[src/rtl/hexSegPkg.sv]
package hexSegPkg;
  localparam int HEX_W = 4;
  localparam int SEG_W = 7;

  typedef struct packed {
    logic passLive;
    logic loadEn;
    logic blankAll;
  } segStrobes_t;

  // lit pattern, bit 0 = segment a ... bit 6 = segment g, 1 = lit
  function automatic logic [SEG_W-1:0] glyphLit(input logic [HEX_W-1:0] code);
    logic [SEG_W-1:0] lit;
    case (code)
      4'h0: lit = 7'b0111111;
      4'h1: lit = 7'b0000110;
      4'h2: lit = 7'b1011011;
      4'h3: lit = 7'b1001111;
      4'h4: lit = 7'b1100110;
      4'h5: lit = 7'b1101101;
      4'h6: lit = 7'b1111101;
      4'h7: lit = 7'b0000111;
      4'h8: lit = 7'b1111111;
      4'h9: lit = 7'b1101111;
      4'hA: lit = 7'b1110111;
      4'hB: lit = 7'b1111100;
      4'hC: lit = 7'b0111001;
      4'hD: lit = 7'b1011110;
      4'hE: lit = 7'b1111001;
      default: lit = 7'b1110001;
    endcase
    return lit;
  endfunction
endpackage

[src/rtl/hexSegCtrl.sv]
module hexSegCtrl
  import hexSegPkg::*;
(
  input  logic        captureN,
  input  logic        rippleInN,
  input  logic        blankForceN,
  input  logic        shownZero,
  output segStrobes_t strobes,
  output logic        rippleOutN
);
  logic rippleBlank;

  always_comb begin
    rippleBlank      = !rippleInN && shownZero;
    strobes.passLive = !captureN;
    strobes.loadEn   = !captureN;
    strobes.blankAll = !blankForceN || rippleBlank;
    rippleOutN       = !rippleBlank;
  end
endmodule

[src/rtl/hexSegPath.sv]
module hexSegPath
  import hexSegPkg::*;
(
  input  logic             clk,
  input  logic             rstN,
  input  logic [HEX_W-1:0] dataIn,
  input  segStrobes_t      strobes,
  output logic             shownZero,
  output logic [SEG_W-1:0] segN
);
  logic [HEX_W-1:0] storedVal;
  logic [HEX_W-1:0] shownVal;
  logic [SEG_W-1:0] litPattern;

  always_ff @(posedge clk or negedge rstN) begin
    if (!rstN)               storedVal <= '0;
    else if (strobes.loadEn) storedVal <= dataIn;
  end

  always_comb begin
    shownVal   = strobes.passLive ? dataIn : storedVal;
    shownZero  = (shownVal == '0);
    litPattern = glyphLit(shownVal);
    segN       = strobes.blankAll ? '1 : ~litPattern;
  end
endmodule

[src/rtl/hexSegLatch.sv]
module hexSegLatch
  import hexSegPkg::*;
(
  input  logic             clk,
  input  logic             rstN,
  input  logic [HEX_W-1:0] dataIn,
  input  logic             captureN,
  input  logic             rippleInN,
  input  logic             blankForceN,
  output logic             rippleOutN,
  output logic [SEG_W-1:0] segN
);
  segStrobes_t strobes;
  logic        shownZero;

  hexSegCtrl i_ctrl (
    .captureN   (captureN),
    .rippleInN  (rippleInN),
    .blankForceN(blankForceN),
    .shownZero  (shownZero),
    .strobes    (strobes),
    .rippleOutN (rippleOutN)
  );

  hexSegPath i_path (
    .clk      (clk),
    .rstN     (rstN),
    .dataIn   (dataIn),
    .strobes  (strobes),
    .shownZero(shownZero),
    .segN     (segN)
  );
endmodule

[config.mk]
export PLATFORM = sky130hd
export DESIGN_NAME = hexSegLatch
export DESIGN_NICKNAME = d
export VERILOG_FILES = /design/src/rtl/hexSegPkg.sv /design/src/rtl/hexSegCtrl.sv /design/src/rtl/hexSegPath.sv /design/src/rtl/hexSegLatch.sv
export SDC_FILE = /design/constraint.sdc
export NUM_CORES = 1
export LEC_CHECK = 0
export BUFFER_PORTS_ARGS = -buffer_cell sky130_fd_sc_hd__buf_2
export CAP_MARGIN = 15
export CELL_PAD_IN_SITES_DETAIL_PLACEMENT = 0
export CELL_PAD_IN_SITES_GLOBAL_PLACEMENT = 1
export CORE_MARGIN = 8
export CORE_UTILIZATION = 34
export CTS_BUF_LIST = sky130_fd_sc_hd__clkbuf_16
export CTS_CLUSTER_DIAMETER = 100
export DETAILED_ROUTE_END_ITERATION = 7
export GPL_TIMING_DRIVEN = 1
export PLACE_DENSITY_LB_ADDON = 0.05
export SLEW_MARGIN = 15
export SYNTH_ARGS = -nofsm -noshare
export SYNTH_HDL_FRONTEND = slang
export SYNTH_SLANG_ARGS = --single-unit
[constraint.sdc]
create_clock -name clk -period 1.8 [get_ports clk]
set_input_delay 0.18 -clock clk [delete_from_list [all_inputs] [get_ports clk]]
set_output_delay 0.18 -clock clk [all_outputs]
set_load 0.01 [all_outputs]
# Word level (Yosys, flattened, before mapping)
# Memories as Yosys holds them, arrays and structs flattened.
# Index checks and enable logic that the tools add are counted.
dict set report word_totals {
  reg_bits 4
  mem_bits_ro 112
  out_inout_bits 8
  wordCells 11
  n_memories 1
}
dict set report classes {
  mux 2
  bitwise_logic 1
  n_reduce_logical 6
}
# name words word_bits rd rd_ports_with_merged_regs wr line_no
set memory_table {}
lappend memory_table {{(no name shown)} 16 7 1 0 0 hexSegPkg.sv:14} ;# case (code)
# op count
set ops {}
lappend ops {{2-to-1 mux 7 bit} 1}
lappend ops {{inverter 7 bit} 1}
lappend ops {{zero test 4 bit} 1}
lappend ops {{2-to-1 mux 4 bit} 1}
lappend ops {{zero test 1 bit} 3}
lappend ops {{logical AND 1 bit} 1}
lappend ops {{logical OR 1 bit} 1}

# Longest topological paths before layout
# Gate-level depths: netlist (run 1).
dict set report depth {
  word_depth 5
  ltp_mapped 7
  ltp_nobuf 6
}

# Modules after synthesis
# A second synthesis (run 1) with hierarchy kept.
dict set report hier_totals {
  cells_unflattened 67
  area_unflattened_um2 588.1
}
# mod instances cells_per_inst area_per_inst_um2
set by_module_without_submodules {}
lappend by_module_without_submodules {hexSegPath 1 63 556.8}
lappend by_module_without_submodules {hexSegCtrl 1 4 31.3}

# Worst setup path after synthesis (run 1)
# OpenSTA, ideal clock, no wires.
dict set report synth_path {
  path_type {input-to-output}
  startpoint {in captureN}
  endpoint {out segN[2]}
  arrival_time_ps 1558
  required_ps 1620
  setup_slack_ps 62
  cell_stages 7
  path_buffers 2
  path_cell_list {buf_6 > mux2i_1 > ha_1 > nand4b_2 > and2_4 > buf_6 > o311ai_1}
}
dict set report synth_via {
  elab_chain_len 5
  word_cells_on_any_way 7
  classes_between {mux (2); bitwise (1); reduce/logical (3); memory (1)}
}
# element line_no
set synth_lines {}
lappend synth_lines {{from (decl)} hexSegLatch.sv:7} ;# input logic captureN,
lappend synth_lines {{2-to-1 mux 4 bit (*)} -}
lappend synth_lines {{branches (longest 3 deep; another with memory (16 x 7 bit))} -}
lappend synth_lines {{2-to-1 mux 7 bit (*)} hexSegPath.sv:24} ;# segN = strobes.blankAll ? '1 : ~litPattern;
lappend synth_lines {{to (decl)} hexSegLatch.sv:11} ;# output logic [SEG_W-1:0] segN
# Every way passes the cells marked *.

# Worst setup path after layout (run 1)
dict set report layout_path {
  startpoint {reg i_path.storedVal[1]}
  endpoint {out segN[2]}
}
dict set report layout_via {
  elab_chain_len 5
  word_cells_on_any_way 7
  classes_between {mux (2); bitwise (1); reduce/logical (3); memory (1)}
}
# element line_no
set layout_lines {}
lappend layout_lines {{from (decl)} hexSegPath.sv:11} ;# logic [HEX_W-1:0] storedVal;
lappend layout_lines {{from (signal assigned)} hexSegPath.sv:17} ;# else if (strobes.loadEn) storedVal <= dataIn;
lappend layout_lines {{2-to-1 mux 4 bit (*)} -}
lappend layout_lines {{branches (longest 3 deep; another with memory (16 x 7 bit))} -}
lappend layout_lines {{2-to-1 mux 7 bit (*)} hexSegPath.sv:24}
# Marked as above.

==> flow_summary.yaml, run 1 <==
die:
  io_pins: 17
  die_y_um: 53.5
  core_area_um2: 1300
  placementRows: 13
  start_util_pct: 36.7
  die_w_um: 53.5
  dieArea_um2: 2860
routing:
  wl_um: 1460
  detail-route-antenna-nets: 0
  vias_per_cell: 5.18
  routed-wl-met3_um: 126
  drc_errors: 0
  wl_met2_um: 694
  m1WireLength_um: 604
  first_pass_iters: 4
  first_iter_violations: 8
  vias: 487
  maxUsedRoutingLayer: "met4"
  post_drt_wl_per_cell_um: 15.6
sta:
  hold_viol: 0
  relSlewSlack_pct: 76.4
  worst_slack_ns: -0.0643
  fmax_mhz: 536
  finalSetupViolations: 6
  min_period_over_period_pct: 104
  rsz0062_at_grt: "yes"
  period_minus_slack_ns: 1.86
  tightest_slew_ns: 0.346
  fin_skew_ns: 0
  maxSlewViolCount: 0
  setup_tns_ns: -0.210
global_routing:
  grt_pass1_wl_um: 2300
  grt_pass1_vias: 505
  antenna_found_initial: 0
  gr-total-overflow: 0
  grt_start_max_net_pins: 10
  track_usage_pct: 11.1
placed_design:
  dpl-instance-area_um2: 581
  dpl.hpwl_um: 931
  place_ws_ns: 0.114
  place_congestion: 0.734
  port_buffers: 16
final_layout:
  reg.largest.list: "i_path.storedVal x4"
  postLayoutCellArea_um2: 771
  largest_reg_flops: 4
  final_nets: 96
  antenna_cells: 0
  drive_gt1_share_pct: 59.5
  syn_to_final_growth_pct: 61.3
  regMostFlops: "i_path.storedVal"
logic_synthesis:
  ys_seq_area_share_pct: 20.9
  synth_cell_types: 23
  synthCells: 52
  synth-edff-count: 0
  netlist_area_um2: 478
  synth_common_cells: "nand2_1, ha_1, dfrtp_1, nor2_1"
  yosysMostFrequentCell: "nand2_1"
  synth_top_cell_by_area: "dfrtp_1"
  ys.flop_type: "dfrtp_1"
  yosysWarnings: 0
  synth_top_cell_area_share_pct: 20.9
  avgSynthCellArea_um2: 9.19
  ys_ff_latch: 4
  synthTopCellsByArea: "dfrtp_1, ha_1, mux2i_4"
  synth_fp_nets: 67
  async_flop_share_pct: 100
critical_path:
  end_kind: "output port"
  slowest_stage: "dfrtp_1"
  critPathMaxFanout: 7
  cp_cell_sequence: "mux2i_2 > buf_4 > ha_4 > nand4b_4 > and2_4 > o311ai_2 > buf_2"
  worstPathArrival_ns: 1.68
  cpPeakStageDelay_ns: 0.39
  crit_type: "reg2out"
  worstPathRequired_ns: 1.62
  critPathLaunchType: "register"
  r2r_slack_ns: 0.73
power_and_ir_drop:
  finalPower_uw: 693
  leakagePower_nw: 0.346
  irDropWorstVdd_v: 0.000484
  pwr_density_cell_nw_per_um2: 899
clock_tree:
  clock_latency_ns: 0.22
  cts_tree: "yes"
  clock_path_buffers: 2
  cts.htree.levels: 1
  clock-sinks: 4
  clk_pin_slew_worst_paths_ns: 0.03
  cts_made_buffers: 3
  root_buffer: "clkbuf_16"
hold_path:
  hp-class: "in2reg"
run_status:
  outcome: "finished, violations left"
  violations: "setup timing"
flow_run:
  maxCapViolCount: 0
==> power by group <==
group          internal (mW)  switching (mW)  leakage (nW)  total (mW)
Sequential            0.0997         0.00644        0.0468       0.106
Clock                  0.284          0.0647        0.0370       0.349
Combinational          0.112           0.126         0.262       0.238
==> placed cells by master (no fill, tap or decap), types with 2 or more instances in the layout <==
master	Yosys	final
and2_4	2	2
nand3_1	3	3
buf_2	0	16
nor2_1	4	4
a21oi_1	2	2
ha_4	0	3
ha_1	6	2
dfrtp_1	4	4
mux2i_4	2	2
clkbuf_16	0	3
nor3_1	3	3
mux2i_2	0	2
inv_2	1	3
o211ai_1	2	2
buf_4	0	9
nand2_1	7	7
==> logic make-up after synthesis <==
logic type	synth area share (%)
mux	13.6
flops	20.9
compound gates	16.0
fa+ha+maj	15.7
buf+inv	10.7
simple gates	23.0
==> routing by layer <==
| layer | track usage, % | vias to the layer above |
|---|---|---|
| met1 | 11.2 | 227 |
| met2 | 18.6 | 18 |
| met5 | 0 | - |
| met4 | 9.66 | 0 |
| met3 | 2.80 | 4 |
| li1 | - | 238 |
==> metrics by stage <==
stage,util (%),std cells,hold WS [ns]
finish,59.2,94,0.279
global route,59.2,94,0.291
detailed placement,44.6,85,-0.00422
CTS,57.8,93,0.282
floorplan,-,52,-0.116
global placement,44.6,85,-0.0100
==> worst paths after layout <==
kind / from / to / cells past startpoint
max: i_path.storedVal[1] / segN[2] / 7
min: dataIn[2] / i_path.storedVal[2] / 3
max reg2reg: i_path.storedVal[0] / i_path.storedVal[0] / 4
min reg2reg: i_path.storedVal[2] / i_path.storedVal[2] / 2
max in group asynchronous: rstN / i_path.storedVal[2] / 2
min in group asynchronous: rstN / i_path.storedVal[3] / 2
==> area by class of cell <==
cell class | count | area [um2]
fillers | 120 | 531
multi-input cells | 41 | 390
repair buffers | 27 | 169
flip-flops and latches | 4 | 100
clock buffers | 3 | 75.1
well taps | 15 | 18.8
inverters | 4 | 17.5
==> worst max-delay path, delay by kind of cell, from the launching register on <==
kind / cells / cell delay, ns
simple gates: 2 / 0.28
compound gates: 1 / 0.07
buf+inv: 2 / 0.37
fa+ha+maj: 1 / 0.15
mux: 1 / 0.20
flops: 1 / 0.39
==> timing repair <==
action / CTS / global route
setup buffers: 4 / 1
setup endpoints to repair: 7 / 7
gates resized for setup: 11 / 3
hold buffers: 1 / 0
endpoints found under the hold margin: 4 / 0
pin swaps: 4 / 1
cloned: 0 / 0
Power figures use the tool's default switching activity.
==> inputs of run 2 (changes only) <==
--- a/config.mk
+++ b/config.mk
@@ -15,7 +15,7 @@
 export CTS_CLUSTER_DIAMETER = 100
 export DETAILED_ROUTE_END_ITERATION = 7
 export GPL_TIMING_DRIVEN = 1
-export PLACE_DENSITY_LB_ADDON = 0.05
+export PLACE_DENSITY_LB_ADDON = 0.1
 export SLEW_MARGIN = 15
 export SYNTH_ARGS = -nofsm -noshare
 export SYNTH_HDL_FRONTEND = slang
==> run 2 against run 1 <==
Compared with the run above:
- the run still ends with setup timing left
- total power grew 1.0%
- combinational power up 5%
- clock power fell by 1%
- global-route usage grew 0.11 points
- largest power group unchanged
- first-iteration DRC count is 13% lower
- clock skew is the same
- critical path depth unchanged
- critical endpoint is now segN[6]
- non-clock buffer count decreased by 1
==> flow_summary.yaml, run 2 (same netlist as run 1, synthesis figures left out) <==
final_layout:
  final_nets: 95
  regMostFlops: "i_path.storedVal"
  fillers: 114
  syn_to_final_growth_pct: 65.2
  postLayoutCellArea_um2: 790
  final_core_util_pct: 60.7
  multiInputGateArea_um2: 413
  reg.largest.list: "i_path.storedVal x4"
  final_cells: 93
  largest_reg_flops: 4
  drive_gt1_share_pct: 61.5
  final-seq-area_um2: 100
  antenna_cells: 0
  mostFrequentLayoutCell: "buf_2"
  final_cell_mix: "buf_2, nand2_1, buf_4, nor2_1, dfrtp_1"
power_and_ir_drop:
  irDropWorstVdd_v: 0.000489
  power.internal_uw: 500
  pwr_density_cell_nw_per_um2: 887
  leakagePower_nw: 0.345
  seqPwrFrac_pct: 15.0
  clkPwrFrac_pct: 49.3
  netSwitchingPower_uw: 200
  combPwrFrac_pct: 35.7
  finalPower_uw: 700
  switching_share_pct: 28.5
global_routing:
  antenna_found_initial: 0
  gr-total-overflow: 0
  grt_pass1_vias: 562
  track_usage_pct: 11.2
  grt_pass1_wl_um: 2490
  grt_start_max_net_pins: 8
sta:
  hold_viol: 0
  rsz0062_at_grt: "yes"
  setup_tns_ns: -0.223
  fin_skew_ns: 0
  tightest_slew_ns: 0.252
  min_period_over_period_pct: 103
  fmax_mhz: 537
  holdWs_ns: 0.268
  finalSetupViolations: 7
  worst_slack_ns: -0.0620
  maxSlewViolCount: 0
  relSlewSlack_pct: 82.9
  period_minus_slack_ns: 1.86
routing:
  wl_met2_um: 726
  post_drt_wl_per_cell_um: 15.2
  routed-wl-met3_um: 100
  wl_um: 1410
  first_iter_violations: 7
  drc_errors: 0
  m1WireLength_um: 587
  vias_per_cell: 5.26
  maxUsedRoutingLayer: "met3"
  detail-route-antenna-nets: 0
  first_pass_iters: 4
  vias: 489
critical_path:
  critPathMaxFanout: 7
  r2r_slack_ns: 0.94
  worstPathRequired_ns: 1.62
  crit_type: "reg2out"
  worstPathArrival_ns: 1.68
  critPathLaunchType: "register"
  end_kind: "output port"
placed_design:
  place_congestion: 0.806
  place_ws_ns: 0.0280
  placed_cells: 84
  dpl.hpwl_um: 923
  port_buffers: 16
  dpl-instance-area_um2: 573
die:
  placementRows: 13
  dieArea_um2: 2860
  core_area_um2: 1300
  die_y_um: 53.5
  die_w_um: 53.5
  io_pins: 17
  start_util_pct: 36.7
clock_tree:
  clock_path_buffers: 2
  clock-sinks: 4
  cts_made_buffers: 3
  cts_tree: "yes"
  cts.htree.levels: 1
  clk_pin_slew_worst_paths_ns: 0.03
  root_buffer: "clkbuf_16"
  clock_latency_ns: 0.22
flow_run:
  maxCapViolCount: 0
run_status:
  violations: "setup timing"
  outcome: "finished, violations left"
hold_path:
  hp-class: "in2reg"
[run 2: area by class of cell]
class,count,area share (%)
multi-input cells,41,52.3
repair buffers,26,20.9
flip-flops and latches,4,12.7
clock buffers,3,9.51
well taps,15,2.38
inverters,4,2.22
[run 2: power groups by stage]
stage	registers [mW]	clock network [mW]	logic [mW]
2_1_floorplan	0.105	0	0.131
5_1_grt	0.106	0.358	0.274
4_1_cts	0.105	0.347	0.238
6_report	0.105	0.345	0.250
3_5_place_dp	0.105	0	0.186
3_3_place_gp	0.105	0	0.189
[run 2: final timing paths]
kind / cells after the start / startpoint / end
setup / recovery: 7 / i_path.storedVal[1] / segN[6]
hold / removal: 3 / dataIn[2] / i_path.storedVal[2]
setup reg to reg: 2 / i_path.storedVal[3] / i_path.storedVal[3]
hold reg to reg: 2 / i_path.storedVal[1] / i_path.storedVal[1]
max in group asynchronous: 2 / rstN / i_path.storedVal[1]
min in group asynchronous: 2 / rstN / i_path.storedVal[0]
[run 2: worst max-delay path, stage by stage (launching register included)]
cell      delay (ns)
dfrtp_1         0.36
mux2i_2         0.22
buf_4           0.21
ha_4            0.15
nand4b_4        0.09
and2_4          0.19
o211ai_1        0.08
buf_2           0.15
[run 2: layer usage]
metal  up-vias  track usage [%]
met5         -                0
met4         0             5.04
met3         0             2.24
met2        18             20.5
met1       235             12.0
li1        236                -
[run 2: timing repair]
action                     in CTS  in global routing
hold buffers                    1                  0
cloned                          0                  0
pin swaps                       6                  0
hold endpoints to repair        4                  0
setup endpoints to repair       7                  7
setup buffers                   4                  1
gates resized for setup        15                  3
==> inputs of run 3 (changes only) <==
--- a/config.mk
+++ b/config.mk
@@ -7,12 +7,14 @@
 export LEC_CHECK = 0
 export BUFFER_PORTS_ARGS = -buffer_cell sky130_fd_sc_hd__buf_2
 export CAP_MARGIN = 15
-export CELL_PAD_IN_SITES_DETAIL_PLACEMENT = 0
-export CELL_PAD_IN_SITES_GLOBAL_PLACEMENT = 1
+export CELL_PAD_IN_SITES_DETAIL_PLACEMENT = 2
+export CELL_PAD_IN_SITES_GLOBAL_PLACEMENT = 2
+export CORE_ASPECT_RATIO = 1.25
 export CORE_MARGIN = 8
-export CORE_UTILIZATION = 34
+export CORE_UTILIZATION = 27
 export CTS_BUF_LIST = sky130_fd_sc_hd__clkbuf_16
 export CTS_CLUSTER_DIAMETER = 100
+export CTS_CLUSTER_SIZE = 16
 export DETAILED_ROUTE_END_ITERATION = 7
 export GPL_TIMING_DRIVEN = 1
 export PLACE_DENSITY_LB_ADDON = 0.1
==> run 3 against run 2 <==
Compared with the run above:
- the flow still finishes with violations (setup timing)
- clock power about the same
- worst hold slack improved by 0.029 ns
- fmax decreased by 0.86%
- die area increased by 18%
- worst setup slack got worse by 0.016 ns
- sequential power about the same
- flip-flop and latch count unchanged
- critical path depth unchanged
- global-route usage increased by 1.2 points
- count of clock-buffer cells in the layout unchanged
- first-iteration DRC count decreased by 14%
- utilization decreased by 9.3 points
==> flow_summary.yaml, run 3 (same netlist as run 1, synthesis figures left out) <==
placed_design:
  port_buffers: 16
  dpl.hpwl_um: 1330
  place_congestion: 0.710
  dpl-instance-area_um2: 608
final_layout:
  regMostFlops: "i_path.storedVal"
  mostFrequentLayoutCell: "buf_2"
  drive_gt1_share_pct: 65.9
  reg.largest.list: "i_path.storedVal x4"
  syn_to_final_growth_pct: 85.3
  postLayoutCellArea_um2: 886
  final_cell_mix: "buf_2, buf_4, nand2_1, ha_4"
  antenna_cells: 0
  final_nets: 102
  largest_reg_flops: 4
routing:
  wl_um: 1920
  drc_errors: 0
  post_drt_wl_per_cell_um: 18.4
  first_pass_iters: 4
  detail-route-antenna-nets: 0
  first_iter_violations: 6
  vias: 521
  vias_per_cell: 5.01
die:
  placementRows: 17
  die_w_um: 53.6
  io_pins: 17
  core_area_um2: 1720
  dieArea_um2: 3380
  die_y_um: 63.0
  start_util_pct: 27.7
clock_tree:
  cts_tree: "yes"
  clk_pin_slew_worst_paths_ns: 0.03
  clock_path_buffers: 2
  cts_made_buffers: 3
  clock_latency_ns: 0.22
  root_buffer: "clkbuf_16"
  clock-sinks: 4
  cts.htree.levels: 1
critical_path:
  slowest_stage: "dfrtp_1"
  cp_cell_sequence: "mux2i_2 > buf_4 > ha_4 > nand4b_4 > and2_4 > o211ai_1 > buf_2"
  crit_type: "reg2out"
  path_delay_family: "flip-flops"
  worstPathArrival_ns: 1.70
  critPathMaxFanout: 7
  worst-path-buf-inv: 2
  worstPathRequired_ns: 1.62
  end_kind: "output port"
  critPathLaunchType: "register"
  cpPeakStageDelay_ns: 0.36
hold_path:
  hp-class: "in2async"
power_and_ir_drop:
  pwr_density_cell_nw_per_um2: 840
  irDropWorstVdd_v: 0.000427
  leakagePower_nw: 0.383
  finalPower_uw: 745
sta:
  tightest_slew_ns: 0.335
  period_minus_slack_ns: 1.88
  fin_skew_ns: 0
  maxSlewViolCount: 0
  rsz0062_at_grt: "yes"
  worst_slack_ns: -0.0781
  min_period_over_period_pct: 104
  fmax_mhz: 532
  finalSetupViolations: 5
  hold_viol: 0
  relSlewSlack_pct: 77.2
  holdWs_ns: 0.296
global_routing:
  grt_pass1_vias: 635
  grt_pass1_wl_um: 3150
  antenna_found_initial: 0
  gr-total-overflow: 0
  track_usage_pct: 12.5
  grt_start_max_net_pins: 8
run_status:
  outcome: "finished, violations left"
  violations: "setup timing"
flow_run:
  maxCapViolCount: 0
run 3: worst reg2reg max path: stages, from the launching register on:
cell     delay, ns
dfrtp_1       0.38
mux2i_4       0.30
inv_2         0.08
buf_4         0.15
run 3: final cells by class:
class,count,area [um2]
tap,19,23.8
clock buffer,3,75.1
fill,184,837
inverter,4,17.5
sequential,4,100
timing repair buffer,33,230
multi-input combinational,41,439
run 3: stage by stage:
step	instances	util [%]	setup slack [ns]	setup TNS [ns]
floorplan	52	-	0.0617	0
global placement	92	35.3	0.121	0
finish	104	51.4	-0.0781	-0.228
detailed placement	92	35.3	0.0388	0
global route	104	51.4	-0.154	-0.767
CTS	102	48.3	-0.0970	-0.376
run 3: routing by layer:
| layer | up-vias | GRT usage (%) | share of wire, % |
|---|---|---|---|
| met5 | - | 0 | 0 |
| met3 | 4 | 1.19 | 4.4 |
| met2 | 14 | 20.9 | 52 |
| li1 | 247 | - | - |
| met1 | 256 | 14.5 | 41 |
| met4 | 0 | 6.65 | 2.1 |
run 3: report_power, final:
part | switching [mW] | total, mW | internal, mW | leakage [nW]
logic | 0.150 | 0.293 | 0.143 | 0.300
registers | 0.00650 | 0.106 | 0.0997 | 0.0468
clock network | 0.0619 | 0.346 | 0.284 | 0.0370
total | 0.218 | 0.745 | 0.526 | 0.383
run 3: final timing paths:
check / startpoint / endpoint / slack (ns) / cells past startpoint
setup / recovery: i_path.storedVal[0] / segN[6] / -0.08 / 7
hold / removal: rstN / i_path.storedVal[2] / 0.30 / 2
setup reg to reg: i_path.storedVal[3] / i_path.storedVal[3] / 0.77 / 3
hold reg to reg: i_path.storedVal[0] / i_path.storedVal[0] / 0.60 / 2
max in group asynchronous: rstN / i_path.storedVal[0] / 1.38 / 2
min in group clk: dataIn[0] / i_path.storedVal[0] / 0.31 / 3
run 3: what timing repair did:
| item | in CTS | in global routing |
|---|---|---|
| buffers inserted | 6 | 2 |
| gates resized for setup | 17 | 5 |
| endpoints found under the setup margin | 7 | 7 |
| endpoints found under the hold margin | 4 | 0 |
| hold buffers | 1 | 0 |
| pin swaps | 6 | 2 |
